## config.mk

```make
export PLATFORM = sky130hd
export DESIGN_NAME = i2c_byte_engine
export DESIGN_NICKNAME = d
export VERILOG_FILES = /design/src/rtl/i2c_byte_engine.sv
export SDC_FILE = /design/constraint.sdc
export NUM_CORES = 1
export LEC_CHECK = 0
export ABC_AREA = 1
export ABC_CLOCK_PERIOD_IN_PS = 3300
export BUFFER_PORTS_ARGS = -buffer_cell sky130_fd_sc_hd__buf_2
export CORE_MARGIN = 5
export CORE_UTILIZATION = 53
export DETAILED_ROUTE_END_ITERATION = 10
export HOLD_SLACK_MARGIN = 0.15
export PLACE_DENSITY = 0.74
export SYNTH_ARGS = -nofsm -noshare
export SYNTH_HDL_FRONTEND = slang
export SYNTH_SLANG_ARGS = --single-unit
```

## constraint.sdc

```tcl
create_clock -name clk -period 3.3 [get_ports clk]
set_input_delay 0.33 -clock clk [delete_from_list [all_inputs] [get_ports clk]]
set_output_delay 0.33 -clock clk [all_outputs]
set_load 0.05 [all_outputs]
```

## src/rtl/i2c_byte_engine.sv

```systemverilog
`timescale 1ns/1ps
module i2c_byte_engine #(
  parameter int CLK_HZ = 50_000_000,
  parameter int TICK_HZ = 2_000_000,
  parameter logic [7:0] DIV_RESET = 8'd20
) (
  input  logic        clk,
  input  logic        rst_n,
  input  logic [3:0]  reg_addr,
  input  logic        reg_wr,
  input  logic [15:0] reg_wdata,
  output logic [15:0] reg_rdata,
  output logic        scl_drive_low,
  output logic        sda_drive_low,
  input  logic        sda_in,
  output logic        irq
);
  localparam int TICK_DIV = (CLK_HZ / TICK_HZ < 1) ? 1 : CLK_HZ / TICK_HZ;
  localparam int PW = $clog2(TICK_DIV) + 1;
  localparam logic [3:0] A_STAT = 4'd0, A_EVT = 4'd1, A_RX = 4'd2, A_CMD = 4'd4, A_DIV = 4'd12;
  localparam int EV_DONE = 4, EV_ARB = 7;

  typedef enum logic [2:0] {S_IDLE, S_START, S_BIT, S_HOLD, S_STOP} st_t;
  st_t state;

  logic [1:0] q;
  logic [PW-1:0] pre;
  logic [5:0] qcnt;
  logic [7:0] sh, evt, rx, div;
  logic [3:0] bc;
  logic rd_mode, ack_en, dir, ack_st, stop_st, from_hold, samp;

  wire active = (state == S_START) || (state == S_BIT) || (state == S_STOP);
  wire [5:0] qlen = (div[7:2] == 6'd0) ? 6'd1 : div[7:2];
  wire tick = (pre == PW'(TICK_DIV - 1));
  wire qstep = active && tick && (qcnt == qlen - 6'd1);
  wire last_q = qstep && (q == 2'd3);
  wire cmd_wr = reg_wr && (reg_addr == A_CMD);
  wire clr = reg_wdata[7];
  wire take = cmd_wr && (((state == S_IDLE) && reg_wdata[0]) || ((state == S_HOLD) && clr));
  wire [7:0] status = {1'b0, active, stop_st, 1'b0, ack_st, dir, 1'b0, state == S_HOLD};

  assign irq = |evt;

  always_comb begin
    scl_drive_low = 1'b0;
    sda_drive_low = 1'b0;
    case (state)
      S_START: begin
        scl_drive_low = (q == 2'd0) ? from_hold : (q == 2'd3);
        sda_drive_low = q[1];
      end
      S_BIT: begin
        scl_drive_low = !q[1];
        sda_drive_low = bc[3] ? (rd_mode && ack_en) : (!rd_mode && !sh[7]);
      end
      S_HOLD: scl_drive_low = 1'b1;
      S_STOP: begin
        scl_drive_low = (q == 2'd0);
        sda_drive_low = !q[1];
      end
      default: ;
    endcase
  end

  always_comb begin
    case (reg_addr)
      A_STAT:  reg_rdata = {8'h00, status};
      A_EVT:   reg_rdata = {8'h00, evt};
      A_RX:    reg_rdata = {8'h00, rx};
      A_DIV:   reg_rdata = {8'h00, div};
      default: reg_rdata = 16'h0000;
    endcase
  end

  always_ff @(posedge clk or negedge rst_n) begin
    if (!rst_n) begin
      state <= S_IDLE;
      q <= 2'd0;
      pre <= '0;
      qcnt <= 6'd0;
      sh <= 8'h00;
      evt <= 8'h00;
      rx <= 8'h00;
      div <= DIV_RESET;
      bc <= 4'd0;
      rd_mode <= 1'b0;
      ack_en <= 1'b0;
      dir <= 1'b0;
      ack_st <= 1'b0;
      stop_st <= 1'b0;
      from_hold <= 1'b0;
      samp <= 1'b0;
    end else begin
      if (reg_wr && reg_addr == A_EVT) evt <= evt & reg_wdata[7:0];
      if (reg_wr && reg_addr == A_DIV) div <= reg_wdata[7:0];
      if (cmd_wr && clr && (state == S_IDLE || state == S_HOLD)) evt[EV_DONE] <= 1'b0;

      if (active) begin
        pre <= tick ? '0 : pre + 1'b1;
        if (tick) qcnt <= (qcnt == qlen - 6'd1) ? 6'd0 : qcnt + 6'd1;
      end else begin
        pre <= '0;
        qcnt <= 6'd0;
      end
      if (qstep) q <= q + 2'd1;

      if (take) begin
        q <= 2'd0;
        bc <= 4'd0;
        if (reg_wdata[0]) begin
          state <= S_START;
          from_hold <= (state == S_HOLD);
          sh <= {reg_wdata[15:9], reg_wdata[2]};
          dir <= reg_wdata[2];
          rd_mode <= 1'b0;
          stop_st <= 1'b0;
        end else if (reg_wdata[1]) begin
          state <= S_STOP;
        end else begin
          state <= S_BIT;
          rd_mode <= reg_wdata[2];
          ack_en <= reg_wdata[3];
          sh <= reg_wdata[2] ? 8'h00 : reg_wdata[15:8];
        end
      end

      case (state)
        S_START: if (last_q) state <= S_BIT;
        S_STOP: if (last_q) begin
          state <= S_IDLE;
          stop_st <= 1'b1;
        end
        S_BIT: if (qstep) begin
          if (q == 2'd2) begin
            samp <= sda_in;
            if (bc[3]) begin
              if (!rd_mode) ack_st <= !sda_in;
            end else if (!rd_mode && sh[7] && !sda_in) begin
              evt[EV_ARB] <= 1'b1;
              state <= S_IDLE;
            end
          end else if (q == 2'd3) begin
            if (bc[3]) begin
              state <= S_HOLD;
              evt[EV_DONE] <= 1'b1;
              if (rd_mode) rx <= sh;
            end else begin
              sh <= {sh[6:0], rd_mode ? samp : 1'b1};
              bc <= bc + 4'd1;
            end
          end
        end
        default: ;
      endcase
    end
  end
endmodule

```

==> flow_summary.ini <==
[global_routing]
top_usage_layer = met2
grt_max_degree = 40
antenna_found_initial = 0
met1_usage = 0.279
grt_pass1_vias = 2954
grtUsageMet2 = 0.335
grt_pass1_wl_um = 14200
grt_use_met3 = 0.0397
track_usage = 0.207
grt_overflow_total = 0

[final_layout]
fillers = 612
drive_gt1_frac = 0.163
area_growth_pct = 11.1
layout.cells.non_filler = 579
post-route-util = 0.610
nets = 530
antennaDiodeCount = 0

[routing]
via_per_inst = 5.33
drtIter0Drc = 184
drc = 0
final_antenna_net_count = 0
finalWirelength_um = 8210
routedWlPerCell_um = 14.2
drt-pass1-iter-count = 5
via_count = 3087

[yosys]
synth.distinct_cells = 38
avgSynthCellArea_um2 = 7.65
yosysWarnings = 0
netlist_top_cells_count = 112 x nand2_1, 80 x inv_1, 58 x dfrtp_1, 46 x nand3_1, 30 x o21ai_0
yosysTopAreaCell = dfrtp_1
synth.top_cell.area_share = 0.414
synth.yosys.seq_area_share = 0.429
yosys_register_bits = 60
synth_edf_count = 0
yosys-top-cells-area = dfrtp_1 41%, nand2_1 12%, inv_1 8.6%
syn-cell-area_um2 = 3510
yosysMostFrequentCell = nand2_1
synth_ff_type = dfrtp_1
async_flop_share = 1.00
synthCells = 458

[pwr]
p_switching_uw = 613
ir_drop_mv = 0.308
power.internal_mw = 1.25
powerDensity_nw_per_um2 = 478
share_comb_of_total_power = 0.201
p_seq_frac = 0.479
swShare = 0.329
p_clk_frac = 0.320
leakage_nw = 2.10

[clock_tree]
clkLatencyLatePin_ns = 0.33
cts_buffers = 9
clock_sinks = 60
clk_pin_slew_ns = 0.07
cts_tree = done
clockBufferDepth = 2
cts.repair.resized = 0
root_buffer = clkbuf_8
htreeDepth = 3

[sta]
hold_viol = 0
rsz0062_at_grt = no
finalCriticalPeriod_ns = 2.75
skew_ns = 0.00536
layout_setup_ws_ns = 0.546
fin_crit_sh = 0.834
timing.fmax_mhz = 363
setup_viol = 0
final_max_slew_viol_count = 0
setup_tns_ns = 0
relSlewSlack = 0.428
tightestPinTransition_ns = 0.851

[worst_setup_path]
slowest_stage = dfrtp_1
start_kind = flop
cp_common_cell = nand2_1
path_delay_family = simple AND/OR/NAND/NOR gates
path_cells = nor2_2, nand3_2, nand2_1, inv_1, ha_1, inv_1, nand2_1, nand2_1, nand2_1, nand2_1, nand3_1, nor2_4, nand3_4, nor2_4, nand2_2, nand2_1, o21ai_2
endpoint_kind = flop
max_stage_delay_ns = 0.43
arrival_ns = 2.97
crit_start = div[5]$_DFFE_PN0P_
required_ns = 3.51
path_max_fanout = 23
cp_num_buf_inv = 2
rr_startpoint = div[5]$_DFFE_PN0P_
worstSetupPathType = reg -> reg

[placed_design]
dp.cells = 563
place_ws_ns = 0.541
place.gp.congestion = 0.947
hpwl_um = 6270
io_buffers = 34

[floorplanning]
die_x_um = 91.3
pin_count = 43
num_rows = 29
fp.dieArea_um2 = 8340
start_util = 0.549
coreArea_um2 = 6390
die_y_um = 91.3

[min_path]
min_from = reg_wdata[6]
min_path_type = in -> reg

[flow_run]
max_cap_viol_count = 0

[outcome]
outcome = completed
==> worst reg2reg max path: cells and delay by family, from the launching register on <==
family | cells | cell delay, ns
AO/OA/AOI/OAI | 1 | 0.05
buffers and inverters | 2 | 0.11
flip-flops | 1 | 0.43
adder cells (fa/ha/maj) | 1 | 0.21
AND/OR/NAND/NOR | 13 | 1.85
==> kinds of logic (layout without fill, tap and decap cells) <==
family / after synthesis / count (layout) / share of synthesized area
adders and majority gates: 8 / 8 / 0.0286
xor gates and xnor gates: 11 / 11 / 0.0275
muxes: 1 / 1 / 0.00321
and+or+nand+nor: 206 / 206 / 0.269
buffers and inverters: 104 / 141 / 0.125
AOI/OAI and AO/OA: 67 / 67 / 0.117
DFF: 60 / 60 / 0.429
other: 1 / 8 / 0.00107
==> power by group through the flow <==
stage | Sequential [mW] | Clock, mW | Combinational [mW]
after floorplan | 0.883 | 0 | 0.291
after global placement | 0.899 | 0 | 0.358
after detailed placement | 0.904 | 0 | 0.371
after CTS | 0.890 | 0.601 | 0.375
after global routing | 0.903 | 0.652 | 0.421
final | 0.892 | 0.596 | 0.374
==> stage by stage <==
stage                     cell area, um2  power (mW)  hold WS [ns]
final                               3890        1.86         0.232
after global routing                3890        1.98         0.225
after CTS                           3890        1.87         0.228
after detailed placement            3710        1.27         0.320
after global placement              3710        1.26         0.320
after floorplan                     3530        1.17        0.0344
==> final timing paths <==
| path | endpoint | slack (ns) | cells past startpoint |
|---|---|---|---|
| min in group asynchronous | evt[5]$_DFFE_PN0P_ | 0.50 | 2 |
| min | evt[6]$_DFFE_PN0P_ | 0.23 | 2 |
| max in group asynchronous | div[2]$_DFFE_PN1P_ | 1.89 | 3 |
| min reg2reg | pre[0]$_DFF_PN0_ | 0.49 | 1 |
| max reg2reg | bc[0]$_DFF_PN0_ | 0.55 | 17 |
| max | bc[0]$_DFF_PN0_ | 0.55 | 17 |
==> layer usage <==
layer | routed length [um] | part of all wire | vias up
met1 | 3710 | 0.45 | 1464
met5 | 0 | 0 | -
met4 | 110 | 0.013 | 0
met2 | 3950 | 0.48 | 84
met3 | 438 | 0.053 | 13
li1 | - | - | 1526
==> layout by cell type, fill, tap and decap left out, drive strengths merged <==
master and n:
xnor2 3, o22ai 6, o21ai 37, buf 36, dlygate4sd3 1, o21a 6
nand3 51, clkinv 2, a22oi 1, o2111ai 2, clkinvlp 2, o211ai 2
nor2 24, ha 8, nor3 7, nor4 4, xor2 8, dfstp 2
dfrtp 58, nand4 4, a221oi 1, a21oi 7, mux2 1, a221o 2
o221ai 3, clkbuf 11, inv 89, conb 8, nand2 116
==> layout make-up <==
class	count	area [um2]	share of cell area
Clock inverter	4	25.0	0.00642
Clock buffer	11	151	0.0389
Multi-Input combinational cell	301	1590	0.408
Inverter	89	334	0.0858
Timing Repair Buffer	37	195	0.0501
Tap cell	77	96.3	0.0247
Sequential cell	60	1500	0.386
==> what timing repair did <==
item                       CTS  global route
setup endpoints to repair    0             0
hold buffers                 1             0
hold endpoints to repair    21             0
setup buffers                0             0
==> sequential cells by signal, summed over array words and instances (netlist names), 2 cells and up <==
| name | flops |
|---|---|
| bc | 4 |
| div | 8 |
| evt | 8 |
| pre | 6 |
| q | 2 |
| qcnt | 6 |
| rx | 8 |
| sh | 8 |
| state | 3 |
Note: power is estimated with default switching activity, not from simulation.
